--- src/rtl/lfsr5_pkg.sv ---
package lfsr5_pkg;
  localparam int unsigned LFSR_W = 5;
  localparam int unsigned TAP_LO = 1;
  localparam int unsigned TAP_HI = 4;

  typedef logic [LFSR_W-1:0] lfsr_t;

  localparam lfsr_t LOCKUP_VAL = '1;
  localparam lfsr_t CLEAR_VAL  = '0;

  typedef enum logic [1:0] {
    OP_HOLD  = 2'd0,
    OP_SHIFT = 2'd1,
    OP_LOAD  = 2'd2,
    OP_CLEAR = 2'd3
  } op_e;

  // Inverted parity of the two tap stages
  function automatic logic fb_bit(input lfsr_t s);
    return ~(s[TAP_LO] ^ s[TAP_HI]);
  endfunction

  function automatic logic is_lockup(input lfsr_t s);
    return s == LOCKUP_VAL;
  endfunction
endpackage

--- src/rtl/lfsr5_ctrl.sv ---
module lfsr5_ctrl
  import lfsr5_pkg::*;
(
  input  logic  rst,
  input  logic  en,
  input  logic  seed_load,
  input  lfsr_t seed_val,
  output op_e   op_o,
  output logic  seed_err_o
);
  always_comb begin
    if (rst)            op_o = OP_CLEAR;
    else if (seed_load) op_o = OP_LOAD;
    else if (en)        op_o = OP_SHIFT;
    else                op_o = OP_HOLD;
  end

  assign seed_err_o = seed_load & is_lockup(seed_val);
endmodule

--- src/rtl/lfsr5_fb.sv ---
module lfsr5_fb
  import lfsr5_pkg::*;
(
  input  lfsr_t state_i,
  output logic  fb_o
);
  assign fb_o = fb_bit(state_i);
endmodule

--- src/rtl/lfsr5_stage.sv ---
module lfsr5_stage
  import lfsr5_pkg::*;
#(
  parameter logic CLR_VAL = 1'b0
) (
  input  logic clk,
  input  op_e  op_i,
  input  logic shift_in,
  input  logic seed_in,
  output logic q
);
  always_ff @(posedge clk) begin
    unique case (op_i)
      OP_CLEAR: q <= CLR_VAL;
      OP_LOAD:  q <= seed_in;
      OP_SHIFT: q <= shift_in;
      default:  q <= q;
    endcase
  end
endmodule

--- src/rtl/lfsr5_xnor_gen.sv ---
module lfsr5_xnor_gen
  import lfsr5_pkg::*;
(
  input  logic              clk,
  input  logic              rst,
  input  logic              en,
  input  logic              seed_load,
  input  logic [LFSR_W-1:0] seed_val,
  output logic [LFSR_W-1:0] state_o,
  output logic              seed_err_o
);
  op_e   op_w;
  logic  fb_w;
  lfsr_t chain_w;

  lfsr5_ctrl ctrl_i (
    .rst       (rst),
    .en        (en),
    .seed_load (seed_load),
    .seed_val  (seed_val),
    .op_o      (op_w),
    .seed_err_o(seed_err_o)
  );

  lfsr5_fb fb_i (
    .state_i(chain_w),
    .fb_o   (fb_w)
  );

  for (genvar k = 0; k < LFSR_W; k++) begin : g_stage
    logic src_w;
    if (k == 0) begin : g_head
      assign src_w = fb_w;
    end else begin : g_body
      assign src_w = chain_w[k-1];
    end
    lfsr5_stage #(.CLR_VAL(CLEAR_VAL[k])) stage_i (
      .clk     (clk),
      .op_i    (op_w),
      .shift_in(src_w),
      .seed_in (seed_val[k]),
      .q       (chain_w[k])
    );
  end

  assign state_o = chain_w;
endmodule

--- config.mk ---
export PLATFORM = sky130hd
export DESIGN_NAME = lfsr5_xnor_gen
export DESIGN_NICKNAME = d
export VERILOG_FILES = /design/src/rtl/lfsr5_pkg.sv /design/src/rtl/lfsr5_ctrl.sv /design/src/rtl/lfsr5_fb.sv /design/src/rtl/lfsr5_stage.sv /design/src/rtl/lfsr5_xnor_gen.sv
export SDC_FILE = /design/constraint.sdc
export NUM_CORES = 1
export LEC_CHECK = 0
export BUFFER_PORTS_ARGS = -buffer_cell sky130_fd_sc_hd__buf_2
export CAP_MARGIN = 20
export CORE_AREA = 3 3 40 42
export DETAILED_ROUTE_END_ITERATION = 12
export DIE_AREA = 0 0 43 45
export GPL_ROUTABILITY_DRIVEN = 0
export SYNTH_ARGS = -nofsm -noshare
export SYNTH_HDL_FRONTEND = slang
export SYNTH_HIERARCHICAL = 1
export SYNTH_SLANG_ARGS = --single-unit
--- constraint.sdc ---
create_clock -name clk -period 1.6 [get_ports clk]
set_input_delay 0.48 -clock clk [delete_from_list [all_inputs] [get_ports clk]]
set_output_delay 0.48 -clock clk [all_outputs]
set_load 0.02 [all_outputs]
**Word level (Yosys, flattened, before mapping)**

Index checks and enable logic that the tools add are counted.

- Output and inout bits: 6
- Word-level logic and storage cells: 21
- Bits of input ports: 9
- Register bits: 5

- Bitwise gates (word level): 3
- Reductions and logical operators: 1
- Mux-type cells: 8
- Equal/unequal tests: 4

Operators with widths:

| operator | number |
|---|---|
| $pmux W1 S3 | 5 |
| $eq A5 B5 Y1 const B | 1 |
| $eq A2 B2 Y1 const B | 2 |
| $mux W2 | 2 |
| $reduce_bool A3 Y1 | 1 |
| $eq A2 B1 Y1 const B | 1 |
| $and A1 B1 Y1 | 1 |
| $mux W1 | 1 |
| $not A1 Y1 | 1 |
| $xor A1 B1 Y1 | 1 |

**Logic depth before layout (Yosys ltp)**

Gate-level depths: netlist of run 1.

- Depth in word-level cells: 5
- Depth in mapped cells: 6
- Mapped depth without buffers: 6

**Modules after synthesis**

Netlist of run 1, hierarchy kept.

Modules (own cells, without submodules):

| module | area each (um^2) | instances | seq. area each (um^2) | cells an instance |
|---|---|---|---|---|
| lfsr5_stage | 92.6 | 5 | 30.0 | 9 |
| lfsr5_ctrl | 31.3 | 1 | 0.0 | 6 |
| lfsr5_xnor_gen | 30.0 | 1 | 0.0 | 4 |
| lfsr5_fb | 8.8 | 1 | 0.0 | 1 |

**Worst setup path after synthesis of run 1**

Ideal clock, no wire load.

- Kind: input -> register
- From: in seed_load
- To: reg g_stage[0].stage_i.q (data pin)
- Path buffers: 0
- Slack: 0.096 ns
- Setup time: 0.258 ns
- Data required time: 1.342 ns
- Arrival: 1.246 ns
- Stages: 6
- Cells stage by stage: inv_1 -> a21o_1 -> inv_1 -> ha_1 -> a22oi_1 -> nor2b_1

- Word-level cells in the longest chain between the ends: 4
- Elaborated cells on any way between the ends: 6
- Those cells by class: eq/ne: 3; mux: 3

Ends and longest elaborated chain:

| what | line | source |
|---|---|---|
| start, declared | lfsr5_xnor_gen.sv:7 | `input logic seed_load,` |
| $mux W2 (*) | lfsr5_ctrl.sv:13 | `else if (seed_load) op_o = OP_LOAD;` |
| $mux W2 (*) | lfsr5_ctrl.sv:12 | `if (rst) op_o = OP_CLEAR;` |
| net op_w[0] | lfsr5_xnor_gen.sv:12 | `op_e op_w;` |
| $eq A2 B1 Y1 / $eq A2 B2 Y1 (equally long branches) | lfsr5_stage.sv:13 | `unique case (op_i)` |
| $pmux W1 S3 (*) | lfsr5_stage.sv:13 |  |
| end signal, assigned | lfsr5_stage.sv:15 | `OP_LOAD: q <= seed_in;` |
| end signal, assigned | lfsr5_stage.sv:16 | `OP_SHIFT: q <= shift_in;` |
| end signal, assigned | lfsr5_stage.sv:17 | `default: q <= q;` |
| end, declared | lfsr5_stage.sv:10 | `output logic q` |

The timed path passes the listed nets; every way through them passes the cells marked *.
A chain may end at the register's enable or synchronous reset.

**Final worst setup path of run 1**

- From: in seed_load
- To: reg g_stage[4].stage_i.q (data pin)

- Word-level cells in the longest chain between the ends: 4
- Elaborated cells on any way between the ends: 6
- Those cells by class: eq/ne: 3; mux: 3

Ends and longest elaborated chain:

| what | line |
|---|---|
| $mux W2 (*) | lfsr5_ctrl.sv:13 |
| $mux W2 (*) | lfsr5_ctrl.sv:12 |
| net op_w[0] | lfsr5_xnor_gen.sv:12 |
| $eq A2 B1 Y1 / $eq A2 B2 Y1 (equally long branches) | lfsr5_stage.sv:13 |
| $pmux W1 S3 (*) | lfsr5_stage.sv:13 |
| end signal, assigned | lfsr5_stage.sv:15 |
| end signal, assigned | lfsr5_stage.sv:16 |
| end signal, assigned | lfsr5_stage.sv:17 |
| end, declared | lfsr5_stage.sv:10 |

Marks and branches as above.

==> reports/metrics.csv, run 1 <==
metric,value,unit
Clock Power Share,35.2,%
Netlist Area Pre-Place,533,um2
vias in the first global route,370,
setup bufs post-CTS,0,
Crit path arrival time,1.47,ns
area share of and/or/nand/nor cells after synthesis,9.62,%
Rows,13,
sequential cell fraction of total power,39.9,%
"area leader, netlist",ha_1,
Max Fclk,671,MHz
Hold Path Class,in2reg,
Biggest register,g_stage.stage_i/q,
Seq cells post-synth,5,
Power per Cell Area,628,mW/mm2
Crit Path Max Fanout,9,
FF-to-FF setup slack,0.55,ns
Num CTS Buffers,3,
synth warn,6,
Finished Layout Cells,89,
hold depth,3,
clk root buf,clkbuf_4,
vias per cell,4.54,
total number of vias,404,
Longest Clk Path Bufs,2,
die area,0.00194,mm2
Max Cap Viol,0,
top cell type's share of synthesized area,35.2,%
final worst-path setup slack,0.110,ns
Multi-input gate area,293,um2
Clock Sinks,5,
share of cells above drive strength 1,28.4,%
DR DRC count,0,
Synth Area in Adders,35.2,%
Max VDD drop,0.000266,V
io pins,15,
Core Footprint,0.00128,mm2
r2r endpoint,g_stage[0].stage_i/q,
syn nets,80,
H-tree level count,1,
RSZ-0062 raised after global routing,false,
hold buffers post-CTS,0,
Synth area leaders,"ha_1 35%, edfxtp_1 28%, inv_1 11%, a22oi_1 7.0%, nor2b_1 5.9%",
final hold vios,0,
crit share post-route,93.1,%
compound-cell area share of the yosys netlist,8.45,%
Final setup violation count,0,
sequential area share after synthesis,28.2,%
leakage power,0.386,nW
die height,45,um
initial DRC count,3,
Tot GR Track Use,12.0,%
R2R cell count,3,
Placed Area,622,um2
Comb power frac,24.9,%
Tightest Pin Transition,0.326,ns
kind of critical path,in2reg,
clk_skew,0.00308,ns
Mapped Cells,56,
1st-pass router iterations,2,
Post-Synth XOR/XNOR Area,1.64,%
initial antenna violation count,0,
Net Sw Frac,27.4,%
Largest regs,g_stage.stage_i/q (5),
Buffers on Ports,14,
switching power,0.112,mW
largest family of logic cells by synthesized area,adder cells,
Filler Cells Inserted,134,
Internal,0.295,mW
Synth cell types,12,
Largest register FFs,5,
Post-DP HPWL,792,um
n_diodes,0,
CP required,1.58,ns
Max-slew headroom,78.3,%
fin. max-slew vios,0,
nets@finish,99,
"Clk pin slew, worst setup/hold paths",0.04,ns
CP startpoint,seed_load,
largest net degree at the start of global routing,11,
CTS tree,yes,
final hold slack,0.631,ns
end point of the critical path,g_stage[4].stage_i/q,
Place WS,-0.150,ns
origin of the critical flop-to-flop path,g_stage[1].stage_i/q,
die width,43,um
area delta synth->final,21.6,%
global route overflow,0,
Worst-Skew Late Latency,0.24,ns
placed insts,85,
ANT nets after route,0,
WL final,943,um
"Design Area, Final",648,um2
syn_area_per_cell,9.52,um2
fin crit period,1.49,ns
Initial Util,41.5,%
FF+latch area,150,um2
first-pass GRT wire length,1550,um
DR WL/cell,10.6,um
final setup TNS,0,ns
outcome,completed,
Critical Path Sink Type,flop,
post-synthesis mux area share,0,%
post-cts resize count,0,
CP Launch Type,input port,
power groups by stage:
stage | Sequential, mW | Combinational (mW) | Clock [mW]
final | 0.163 | 0.101 | 0.143
after detailed placement | 0.165 | 0.102 | 0
after global placement | 0.165 | 0.0996 | 0
after CTS | 0.163 | 0.104 | 0.153
after global routing | 0.163 | 0.115 | 0.172
after floorplan | 0.165 | 0.0686 | 0
area by class of cell:
type | instances | share of cell area, %
clock buffers | 4 | 4.05
inverters | 16 | 9.27
multi-input cells | 31 | 45.2
flip-flops and latches | 5 | 23.2
well taps | 15 | 2.90
repair buffers | 18 | 15.4
critical path: stages:
cell	delay [ns]
buf_2	0.11
inv_1	0.04
a21o_1	0.27
inv_1	0.11
ha_1	0.21
a22oi_1	0.17
nor2b_1	0.08
routing by layer:
layer  share of wire [%]  GRT usage, %  up-vias
met2                  55          19.8        8
met1                  40          11.5      187
li1                    -             -      207
met3                 4.6          5.98        2
met5                   0             0        -
met4                 1.1          9.04        0
worst min-delay path by stage:
stage                         startpoint                    to  slack, ns
floorplan           g_stage[0].stage_i/q  g_stage[1].stage_i/q       0.58
global placement    g_stage[3].stage_i/q  g_stage[4].stage_i/q       0.61
detailed placement  g_stage[2].stage_i/q  g_stage[3].stage_i/q       0.63
CTS                          seed_val[1]  g_stage[1].stage_i/q       0.62
global route                 seed_val[1]  g_stage[1].stage_i/q       0.63
finish                       seed_val[3]  g_stage[3].stage_i/q       0.63
cells in the final DEF, fill, tap and decap left out, drive strengths merged:
master,Yosys,routed
buf,4,18
inv,16,16
ha,15,15
a22oi,5,5
nor2b,5,5
edfxtp,5,5
clkbuf,0,4
nand2,1,1
nand4,1,1
nor2,1,1
a21o,1,1
or2,1,1
xnor2,1,1
Yosys cell counts (all sizes together):
cell type / n
edfxtp: 5
or2: 1
xnor2: 1
ha: 15
a22oi: 5
inv: 16
nand4: 1
nor2b: 5
a21o: 1
nor2: 1
buf: 4
nand2: 1
stage by stage:
| step | utilization, % | total power, mW |
|---|---|---|
| 6_report | 50.4 | 0.407 |
| 2_1_floorplan | - | 0.234 |
| 5_1_grt | 50.4 | 0.450 |
| 3_5_place_dp | 48.4 | 0.267 |
| 3_3_place_gp | 48.4 | 0.265 |
| 4_1_cts | 50.4 | 0.420 |
logic make-up after synthesis:
family	after synthesis
buffers and inverters	20
adder cells (fa/ha/maj)	15
AND/OR/NAND/NOR	9
AO/OA/AOI/OAI	6
flip-flops	5
XOR/XNOR	1
Note: power is estimated with default switching activity, not from simulation.
==> run 2: changes to the inputs <==
- clock period: 1.6 -> 1.8 ns (I/O delays scaled with it)
==> reports/metrics.csv, run 2 (synthesis gave the netlist of run 1 again) <==
metric,value,unit,change
1st-pass router iterations,2,,unchanged
"Clk pin slew, worst setup/hold paths",0.05,ns,was 0.04 ns
Largest regs,g_stage.stage_i/q (5),,unchanged
H-tree level count,1,,unchanged
clk_skew,0.00441,ns,was 0.00308 ns
Longest Clk Path Bufs,2,,unchanged
die width,43,um,unchanged
Core Footprint,0.00128,mm2,unchanged
Tot GR Track Use,10.9,%,was 12.0%
Clock Sinks,5,,unchanged
global route overflow,0,,unchanged
Crit Path Max Fanout,2,,was 9
leakage power,0.372,nW,was 0.386 nW
Max-slew headroom,77.3,%,was 78.3%
Final setup violation count,0,,unchanged
Biggest register,g_stage.stage_i/q,,unchanged
final setup TNS,0,ns,unchanged
most frequent cells in the layout,"16 x inv_1, 15 x ha_1, 14 x buf_2",,unchanged
outcome,completed,,unchanged
die height,45,um,unchanged
CP required,1.26,ns,was 1.58 ns
hold buffers post-CTS,0,,unchanged
Final Util,48.7,%,was 50.4%
initial DRC count,1,,was 3
Post-DP HPWL,746,um,was 792 um
die area,0.00194,mm2,unchanged
Max VDD drop,0.000393,V,was 0.000266 V
setup bufs post-CTS,0,,unchanged
Initial Util,41.5,%,unchanged
initial antenna violation count,0,,unchanged
CP Launch Type,input port,,unchanged
Buffers on Ports,14,,unchanged
DR WL/cell,10.2,um,was 10.6 um
met2 Use GR,16.5,%,was 19.8%
Rows,13,,unchanged
ANT nets after route,0,,unchanged
clk root buf,clkbuf_4,,unchanged
area delta synth->final,17.4,%,was 21.6%
Largest register FFs,5,,unchanged
nets@finish,96,,was 99
"commonest non-fill, non-tap cell in the layout",inv_1,,unchanged
GRT met3 Usage,3.59,%,was 5.98%
share of cells above drive strength 1,25.4,%,was 28.4%
hold depth,2,,was 3
Power per Cell Area,580,mW/mm2,was 628 mW/mm2
Num CTS Buffers,3,,unchanged
n_diodes,0,,unchanged
R2R cell count,3,,unchanged
Finished Layout Cells,86,,was 89
Crit path arrival time,0.99,ns,was 1.47 ns
fin crit period,1.53,ns,
post-cts resize count,0,,unchanged
Place WS,0.00786,ns,was -0.150 ns
io pins,15,,unchanged
placed insts,82,,was 85
DR DRC count,0,,unchanged
Max Fclk,652,MHz,
Worst-Skew Late Latency,0.24,ns,about the same
RSZ-0062 raised after global routing,false,,unchanged
Hold Path Class,reg2reg,,was in2reg
CTS tree,yes,,unchanged
total number of vias,386,,was 404
Tightest Pin Transition,0.341,ns,was 0.326 ns
Most Crowded Layer GR,met2,,unchanged
WL final,873,um,was 943 um
fin. max-slew vios,0,,unchanged
vias in the first global route,353,,was 370
crit share post-route,85.2,%,
Critical Path Sink Type,primary output,,was flop
kind of critical path,in2out,,was in2reg
Max Cap Viol,0,,unchanged
largest net degree at the start of global routing,11,,unchanged
met1 Use GR,12.6,%,was 11.5%
vias per cell,4.49,,was 4.54
final hold vios,0,,unchanged
final worst-path setup slack,0.266,ns,was 0.110 ns
first-pass GRT wire length,1460,um,was 1550 um
[run 2: through the flow]
| stage | cell area [um2] | hold slack (ns) | total power, mW |
|---|---|---|---|
| global route | 626 | 0.676 | 0.395 |
| CTS | 626 | 0.634 | 0.372 |
| detailed placement | 599 | 0.621 | 0.230 |
| global placement | 599 | 0.609 | 0.230 |
| floorplan | 533 | 0.584 | 0.208 |
| finish | 626 | 0.626 | 0.363 |
[run 2: metal layers]
layer / up-vias / wire [um]
met3: 2 / 41
met1: 177 / 378
met4: 0 / 21
met5: - / 0
met2: 6 / 431
li1: 201 / -
[run 2: layout make-up]
| class | count | area (um2) |
|---|---|---|
| repair buffers | 15 | 77.6 |
| multi-input cells | 31 | 293 |
| well taps | 15 | 18.8 |
| clock buffers | 4 | 26.3 |
| inverters | 16 | 60.1 |
| fillers | 135 | 659 |
| flip-flops and latches | 5 | 150 |
[run 2: path summary, 6_finish.rpt]
| path | startpoint | to | slack (ns) |
|---|---|---|---|
| setup / recovery | seed_val[2] | seed_err_o | 0.27 |
| hold / removal | g_stage[0].stage_i/q | g_stage[1].stage_i/q | 0.63 |
| setup reg to reg | g_stage[1].stage_i/q | g_stage[0].stage_i/q | 0.75 |
| hold reg to reg | g_stage[0].stage_i/q | g_stage[1].stage_i/q | 0.63 |
[run 2: power by group]
part	leakage, nW	internal [mW]	switching, mW
Combinational	0.299	0.0352	0.0469
Clock	0.0150	0.0842	0.0520
Sequential	0.0584	0.139	0.00581
[run 2: worst max-delay path, cell delays in order]
cell	delay [ns]
buf_2	0.09
nand4_1	0.10
nor2_1	0.09
buf_2	0.16
